[src/rtl/dfseq_pkg.sv]
package dfseq_pkg;
  typedef enum logic [2:0] {
    ST_POR  = 3'd0,
    ST_RST  = 3'd1,
    ST_RST2 = 3'd2,
    ST_IDLE = 3'd3,
    ST_RUN  = 3'd4,
    ST_PDN  = 3'd5
  } seq_st_e;
endpackage

[src/rtl/dfseq_fsm.sv]
module dfseq_fsm
  import dfseq_pkg::*;
(
  input  logic    clk,
  input  logic    por_n,
  input  logic    rst_req,
  input  logic    pdn_req,
  input  logic    sync_req,
  output seq_st_e st,
  output logic    sync_pulse
);
  seq_st_e st_nx;
  logic    sync_go;

  always_comb begin
    st_nx = st;
    if (rst_req) st_nx = ST_RST;
    else begin
      case (st)
        ST_POR, ST_RST2: st_nx = pdn_req ? ST_PDN : ST_IDLE;
        ST_RST:          st_nx = ST_RST2;
        ST_IDLE:         st_nx = pdn_req ? ST_PDN : (sync_req ? ST_RUN : ST_IDLE);
        ST_RUN:          st_nx = pdn_req ? ST_PDN : ST_RUN;
        ST_PDN:          st_nx = pdn_req ? ST_PDN : ST_IDLE;
        default:         st_nx = ST_RST;
      endcase
    end
  end

  assign sync_go = sync_req && !rst_req && !pdn_req && (st == ST_IDLE || st == ST_RUN);

  always_ff @(posedge clk or negedge por_n) begin
    if (!por_n) begin
      st         <= ST_POR;
      sync_pulse <= 1'b0;
    end else begin
      st         <= st_nx;
      sync_pulse <= sync_go;
    end
  end

  p_reset_entry_r2: assert property (@(posedge clk) disable iff (!por_n)
    rst_req |=> (st == ST_RST));
  p_exit_first_r3: assert property (@(posedge clk) disable iff (!por_n)
    (st == ST_RST && !rst_req) |=> (st == ST_RST2));
  p_exit_second_r3: assert property (@(posedge clk) disable iff (!por_n)
    (st == ST_RST2 && !rst_req && !pdn_req) |=> (st == ST_IDLE));
  p_run_needs_sync_r5: assert property (@(posedge clk) disable iff (!por_n)
    (st != ST_RUN) ##1 (st == ST_RUN) |-> $past(sync_req));
  p_pdn_entry_r7: assert property (@(posedge clk) disable iff (!por_n)
    (!rst_req && pdn_req && st != ST_RST) |=> (st == ST_PDN));
  p_rst_priority_r12: assert property (@(posedge clk) disable iff (!por_n)
    (rst_req && pdn_req) |=> (st == ST_RST && !sync_pulse));
endmodule

[src/rtl/dfseq_modclk.sv]
module dfseq_modclk #(
  parameter int DIV = 4
) (
  input  logic clk,
  input  logic por_n,
  input  logic active,
  input  logic sync_pulse,
  input  logic mod_data,
  input  logic mod_flag,
  output logic mod_clk,
  output logic mod_sync,
  output logic mod_bit,
  output logic flag_hit
);
  localparam int HALF = DIV / 2;
  localparam int CW   = (DIV > 2) ? $clog2(DIV) : 1;

  logic [CW-1:0] div_cnt;
  logic          cap_now;

  assign cap_now  = active && (div_cnt == CW'(HALF - 1));
  assign flag_hit = cap_now && mod_flag;
  assign mod_clk  = active && (div_cnt >= CW'(HALF));
  assign mod_sync = sync_pulse;

  always_ff @(posedge clk or negedge por_n) begin
    if (!por_n) begin
      div_cnt <= '0;
      mod_bit <= 1'b0;
    end else begin
      if (!active) div_cnt <= '0;
      else if (div_cnt == CW'(DIV - 1)) div_cnt <= '0;
      else div_cnt <= div_cnt + 1'b1;
      if (cap_now) mod_bit <= mod_data;
    end
  end

  p_quiet_outputs_r8: assert property (@(posedge clk) disable iff (!por_n)
    !active |-> (!mod_clk && !mod_sync));
  p_capture_hold_r8: assert property (@(posedge clk) disable iff (!por_n)
    !active |=> $stable(mod_bit));
  p_clock_low_on_entry_r9: assert property (@(posedge clk) disable iff (!por_n)
    (!active ##1 active) |-> !mod_clk);
endmodule

[src/rtl/dfseq_shut_timer.sv]
module dfseq_shut_timer #(
  parameter int SHUT_CYC = 64
) (
  input  logic clk,
  input  logic por_n,
  input  logic pdn,
  output logic stop_ok
);
  localparam int TW = $clog2(SHUT_CYC + 1);

  logic [TW-1:0] cnt;

  always_ff @(posedge clk or negedge por_n) begin
    if (!por_n) cnt <= '0;
    else if (!pdn) cnt <= '0;
    else if (cnt != TW'(SHUT_CYC)) cnt <= cnt + 1'b1;
  end

  assign stop_ok = pdn && (cnt == TW'(SHUT_CYC));

  p_stop_only_in_pdn_r11: assert property (@(posedge clk) disable iff (!por_n)
    stop_ok |-> pdn);
  p_stop_not_on_entry_r11: assert property (@(posedge clk) disable iff (!por_n)
    (!pdn ##1 pdn) |-> !stop_ok);
endmodule

[src/rtl/dfseq_regs.sv]
module dfseq_regs #(
  parameter int DATA_W = 24,
  parameter int CFG_W  = 7
) (
  input  logic              clk,
  input  logic              por_n,
  input  logic              clr,
  input  logic              hold,
  input  logic [CFG_W-1:0]  cfg_pins,
  input  logic              host_wr,
  input  logic              host_sel,
  input  logic [DATA_W-1:0] host_wdata,
  input  logic              res_valid,
  input  logic              res_ready,
  input  logic [DATA_W-1:0] res_data,
  input  logic              flag_hit,
  output logic [DATA_W-1:0] data_q,
  output logic [DATA_W-1:0] off_q,
  output logic [CFG_W-1:0]  cfg_q,
  output logic              stat_q
);
  always_ff @(posedge clk or negedge por_n) begin
    if (!por_n) begin
      data_q <= '0;
      off_q  <= '0;
      cfg_q  <= '0;
      stat_q <= 1'b0;
    end else if (clr) begin
      data_q <= '0;
      off_q  <= '0;
      cfg_q  <= cfg_pins;
      stat_q <= 1'b0;
    end else begin
      if (res_valid && res_ready) data_q <= res_data;
      if (host_wr && host_sel)  cfg_q <= host_wdata[CFG_W-1:0];
      if (host_wr && !host_sel) off_q <= host_wdata;
      if (flag_hit) stat_q <= 1'b1;
    end
  end

  p_clear_load_r4: assert property (@(posedge clk) disable iff (!por_n)
    clr |=> (data_q == '0 && off_q == '0 && !stat_q && cfg_q == $past(cfg_pins)));
  p_retain_in_pdn_r10: assert property (@(posedge clk) disable iff (!por_n)
    (hold && !clr) |=> ($stable(data_q) && $stable(stat_q)));
endmodule

[src/rtl/dfilt_ctrl_seq.sv]
module dfilt_ctrl_seq
  import dfseq_pkg::*;
#(
  parameter int DATA_W   = 24,
  parameter int CFG_W    = 7,
  parameter int DIV      = 4,
  parameter int SHUT_CYC = 64
) (
  input  logic              clk_in,
  input  logic              por_n,
  input  logic              rst_req,
  input  logic              pdn_req,
  input  logic              sync_req,
  input  logic [CFG_W-1:0]  cfg_pins,
  input  logic              mod_data,
  input  logic              mod_flag,
  input  logic              host_wr,
  input  logic              host_sel,
  input  logic [DATA_W-1:0] host_wdata,
  input  logic              res_valid,
  input  logic [DATA_W-1:0] res_data,
  output logic              res_ready,
  output logic              in_reset,
  output logic              idle,
  output logic              conv_en,
  output logic              pdn_ack,
  output logic              clk_stop_ok,
  output logic              mod_clk,
  output logic              mod_sync,
  output logic              mod_bit,
  output logic [DATA_W-1:0] data_q,
  output logic [DATA_W-1:0] off_q,
  output logic [CFG_W-1:0]  cfg_q,
  output logic              stat_q
);
  seq_st_e st;
  logic    sync_pulse;
  logic    active;
  logic    flag_hit;

  dfseq_fsm u_fsm (
    .clk        (clk_in),
    .por_n      (por_n),
    .rst_req    (rst_req),
    .pdn_req    (pdn_req),
    .sync_req   (sync_req),
    .st         (st),
    .sync_pulse (sync_pulse)
  );

  assign in_reset  = (st == ST_POR) || (st == ST_RST) || (st == ST_RST2);
  assign idle      = (st == ST_IDLE);
  assign conv_en   = (st == ST_RUN);
  assign pdn_ack   = (st == ST_PDN);
  assign active    = idle || conv_en;
  assign res_ready = conv_en;

  dfseq_modclk #(.DIV(DIV)) u_modclk (
    .clk        (clk_in),
    .por_n      (por_n),
    .active     (active),
    .sync_pulse (sync_pulse),
    .mod_data   (mod_data),
    .mod_flag   (mod_flag),
    .mod_clk    (mod_clk),
    .mod_sync   (mod_sync),
    .mod_bit    (mod_bit),
    .flag_hit   (flag_hit)
  );

  dfseq_shut_timer #(.SHUT_CYC(SHUT_CYC)) u_timer (
    .clk     (clk_in),
    .por_n   (por_n),
    .pdn     (pdn_ack),
    .stop_ok (clk_stop_ok)
  );

  dfseq_regs #(.DATA_W(DATA_W), .CFG_W(CFG_W)) u_regs (
    .clk        (clk_in),
    .por_n      (por_n),
    .clr        (in_reset),
    .hold       (pdn_ack),
    .cfg_pins   (cfg_pins),
    .host_wr    (host_wr),
    .host_sel   (host_sel),
    .host_wdata (host_wdata),
    .res_valid  (res_valid),
    .res_ready  (res_ready),
    .res_data   (res_data),
    .flag_hit   (flag_hit),
    .data_q     (data_q),
    .off_q      (off_q),
    .cfg_q      (cfg_q),
    .stat_q     (stat_q)
  );

  p_ready_tracks_run_r13: assert property (@(posedge clk_in) disable iff (!por_n)
    (res_ready && res_valid && !rst_req) |=> (data_q == $past(res_data)));
  p_exit_pdn_to_idle_r7: assert property (@(posedge clk_in) disable iff (!por_n)
    (pdn_ack && !pdn_req && !rst_req) |=> (idle && !conv_en));
endmodule

[config.mk]
export PLATFORM = sky130hd
export DESIGN_NAME = dfilt_ctrl_seq
export DESIGN_NICKNAME = d
export VERILOG_FILES = /design/src/rtl/dfseq_pkg.sv /design/src/rtl/dfseq_fsm.sv /design/src/rtl/dfseq_modclk.sv /design/src/rtl/dfseq_shut_timer.sv /design/src/rtl/dfseq_regs.sv /design/src/rtl/dfilt_ctrl_seq.sv
export SDC_FILE = /design/constraint.sdc
export NUM_CORES = 1
export LEC_CHECK = 0
export ABC_CLOCK_PERIOD_IN_PS = 1600
export BUFFER_PORTS_ARGS = -buffer_cell sky130_fd_sc_hd__clkbuf_2
export CORE_ASPECT_RATIO = 1.4
export CORE_MARGIN = 2
export CORE_UTILIZATION = 43
export DETAILED_ROUTE_END_ITERATION = 7
export PLACE_DENSITY = 0.75
export SLEW_MARGIN = 25
export SYNTH_ARGS = -nofsm -noshare
export SYNTH_HDL_FRONTEND = slang
export SYNTH_SLANG_ARGS = --single-unit
[constraint.sdc]
create_clock -name clk_in -period 1.6 [get_ports clk_in]
set_clock_uncertainty 0.1 [all_clocks]
set_input_delay 0.16 -clock clk_in [delete_from_list [all_inputs] [get_ports clk_in]]
set_output_delay 0.16 -clock clk_in [all_outputs]
set_load 0.005 [all_outputs]
==> flow_summary_export.csv <==
group,metric,value,unit
route,routed_wirelength,9598,um
setup_path,path_delay_family,"simple AND/OR/NAND/NOR gates",
route,first_pass_iters,6,
logic_synthesis,syn-num-nets,408,
logic_synthesis,synth_cells,338,
cells_and_area,num-fill-cells,475,
die,ioPinCount,130,
logic_synthesis,ys_types,37,
route,ant_nets,0,
job,max-cap-violations,0,
power_and_ir_drop,vdd_drop_max,0.6479,mV
logic_synthesis,synth.top_cells.by_area,"dfrtp_1 56%, nand2_1 13%, a21oi_1 5.3%",
logic_synthesis,synth-seq-cells,70,
clocking,clk_pin_slew,0.07,ns
setup_path,rrSetupSlack,-0.14,ns
cells_and_area,antenna_cells,0,
setup_path,arrival,1.74,ns
worst_hold_path,min_from,"mod_flag",
clocking,cts-buffers-inserted,9,
route,drc_errors,0,
global_route,grt_pass1_vias,3322,
setup_path,critPathMaxFanout,2,
clocking,cts.htree.levels,3,
global_route,antenna_found_initial,0,
setup_path,r2r_start,"u_timer.cnt[0]$_DFFE_PN0N_",
run_status,outcome,"finished with violations",
cells_and_area,drive_gt1_frac,0.3622,
cells_and_area,fin_nets,620,
cells_and_area,syn_to_final_growth,59.54,%
clocking,clk_path_buf_depth,2,
sta,final.period_utilization,1.253,
placement,portBuffers,129,
power_and_ir_drop,p_leak,2.501,nW
die,die_area,0.007970,sq mm
logic_synthesis,yosysTopAreaCellShare,0.5609,
logic_synthesis,syn_area,0.003123,sq mm
die,core_area,0.006982,sq mm
setup_path,crit_type,"flop to output port",
placement,post-place-ws,-0.02467,ns
worst_hold_path,min_to,"u_regs.stat_q$_DFFE_PN0P_",
setup_path,cp_slowest_stage_delay,0.46,ns
power_and_ir_drop,p_per_area,939.6,mW/mm^2
logic_synthesis,synth_area_per_cell,9.240,sq um
sta,hold_viol,0,
clocking,root_buffer,"clkbuf_8",
clocking,clk_latency,0.35,ns
sta,fin_ws,-0.4041,ns
die,die_h,104.8,um
setup_path,cp-end-kind,"output port",
sta,slew_viol_final,0,
logic_synthesis,yosys_warnings,0,
setup_path,crit_chain,"inv_2 -> ha_4 -> or4b_4 -> nor3_2 -> buf_2",
power_and_ir_drop,finalPower,4.681,mW
logic_synthesis,synth_edf_count,0,
global_route,track_usage,0.2445,
setup_path,slowest_stage,"or4b_4",
setup_path,start_kind,"flop",
cells_and_area,seqCellArea,0.001755,sq mm
clocking,cts_sinks,70,
setup_path,worstReg2RegEnd,"u_timer.cnt[1]$_DFFE_PN0N_",
clocking,cts_tree,"yes",
route,wl_per_cell,14.77,um
sta,setup_violations,5,
route,routed_via_density,4.932,
route,via_count,3206,
die,initial_core_util,0.4473,
logic_synthesis,ys_seq_area_frac,0.5609,
logic_synthesis,synthArstFlopShare,1.000,
cells_and_area,post-route-util,0.7136,
die,dieWidth,76.03,um
placement,gp_congestion,0.8269,
route,first_iter_violations,205,
worst_hold_path,hold_depth,3,
setup_path,required,1.34,ns
global_route,grt_pass1_wl,15430,um
sta,fin_hold_ws,0.03873,ns
global_route,grt_max_degree,71,
sta,rsz0062_at_grt,"true",
die,num_rows,36,
setup_path,worst_r2r_path_depth,7,
placement,dp_hpwl,5360,um
global_route,gr-total-overflow,0,
sta,max_slew.worst_pin.slew,0.4589,ns
sta,clock.fmax,499.0,MHz
sta,post-route-min-period,2.004,ns
run_status,violations,"setup timing",
setup_path,path_buf_inv,2,
logic_synthesis,synth_largest_area_cell,"dfrtp_1",
worst_hold_path,hold_class,"primary input to flop",
cells_and_area,multi_input_area,0.001286,sq mm
logic_synthesis,synthFlopType,"dfrtp_1",
sta,slew_headroom,0.6933,
[layout make-up]
class,count,area share
Inverter,7,0.005776
Sequential cell,70,0.3523
Tap cell,95,0.02386
Clock buffer,13,0.03390
Timing Repair Buffer,222,0.3225
Clock inverter,3,0.003516
Multi-Input combinational cell,240,0.2582
[cells in the final DEF (no fill, tap or decap), types with 4 or more instances in the layout]
cell,instances
nand2_1,108
nor2_1,11
nand2b_1,4
nor3_1,5
buf_4,27
dfrtp_1,67
clkbuf_8,12
buf_6,6
clkbuf_2,123
dlygate4sd3_1,58
a21oi_1,32
mux2i_1,7
o21ai_0,33
o21ai_1,4
[layer usage]
layer | GRT usage | up-vias | wire length, um
li1 | - | 1534 | -
met1 | 0.2682 | 1501 | 3626
met2 | 0.4349 | 127 | 5051
met3 | 0.03627 | 44 | 400
met4 | 0.1636 | 0 | 520
met5 | 0 | - | 0
[report_power, final]
| part | switching, mW | internal [mW] |
|---|---|---|
| Combinational | 0.600 | 0.704 |
| Clock | 0.655 | 0.685 |
| Sequential | 0.114 | 1.92 |
| Total | 1.37 | 3.31 |
[logic make-up after synthesis]
family / count (synthesis) / share of synthesized area
compound gates: 77 / 0.1314
xor+xnor: 3 / 0.008415
fa+ha+maj: 5 / 0.02003
buf+inv: 28 / 0.04888
flops: 70 / 0.5609
mux: 7 / 0.02244
simple gates: 148 / 0.2079
[what timing repair did]
| action | 4_1_cts | 5_1_grt |
|---|---|---|
| hold buffers | 58 | 0 |
| resized for setup | 18 | 11 |
| setup endpoints to repair | 9 | 10 |
| pin swaps | 3 | 4 |
| hold endpoints to repair | 128 | 0 |
| setup buffers | 15 | 5 |
| cloned | 2 | 0 |
[worst max-delay path by stage]
stage               slack [ns]                       start  depth (start not counted)          end
floorplan                 0.06  u_timer.cnt[0]$_DFFE_PN0N_                          4  clk_stop_ok
global placement          0.02  u_timer.cnt[0]$_DFFE_PN0N_                          5  clk_stop_ok
detailed placement       -0.02  u_timer.cnt[0]$_DFFE_PN0N_                          5  clk_stop_ok
CTS                      -0.34  u_timer.cnt[0]$_DFFE_PN0N_                          5  clk_stop_ok
global route             -0.45  u_timer.cnt[0]$_DFFE_PN0N_                          5  clk_stop_ok
finish                   -0.40  u_timer.cnt[0]$_DFFE_PN0N_                          5  clk_stop_ok
[state kept, by name, indices dropped and copies added (netlist names)]
| register | count |
|---|---|
| u_regs.stat_q | 1 |
| u_modclk.mod_bit | 1 |
| u_modclk.div_cnt | 2 |
| u_regs.data_q | 24 |
| u_fsm.st | 3 |
| u_regs.off_q | 24 |
| u_fsm.sync_pulse | 1 |
| u_regs.cfg_q | 7 |
| u_timer.cnt | 7 |
[per-stage QoR]
step           TNS [ns]  instances  cell area, sq um
6_report        -0.7864        650              4982
3_3_place_gp          0        556              3911
3_5_place_dp   -0.05931        556              3911
2_1_floorplan         0        338              3123
4_1_cts         -0.6379        646              4907
5_1_grt          -1.023        650              4982
[Yosys cell counts (2+ instances only)]
cell type,n
nand2_1,109
mux2i_1,7
buf_2,11
o21ai_0,33
nor2b_1,3
xor2_1,2
or3_1,2
dfrtp_1,70
nand2b_1,4
nand3_1,4
a21oi_1,33
nor3_1,6
buf_6,2
nor2_1,11
ha_1,5
buf_4,5
o21ai_1,4
clkbuf_1,3
inv_1,6
[worst min-delay path, stage by stage]
cell and delay [ns]:
clkbuf_2 0.08, a21oi_1 0.15, nor3_1 0.06
(Power assumes the default switching activity.)
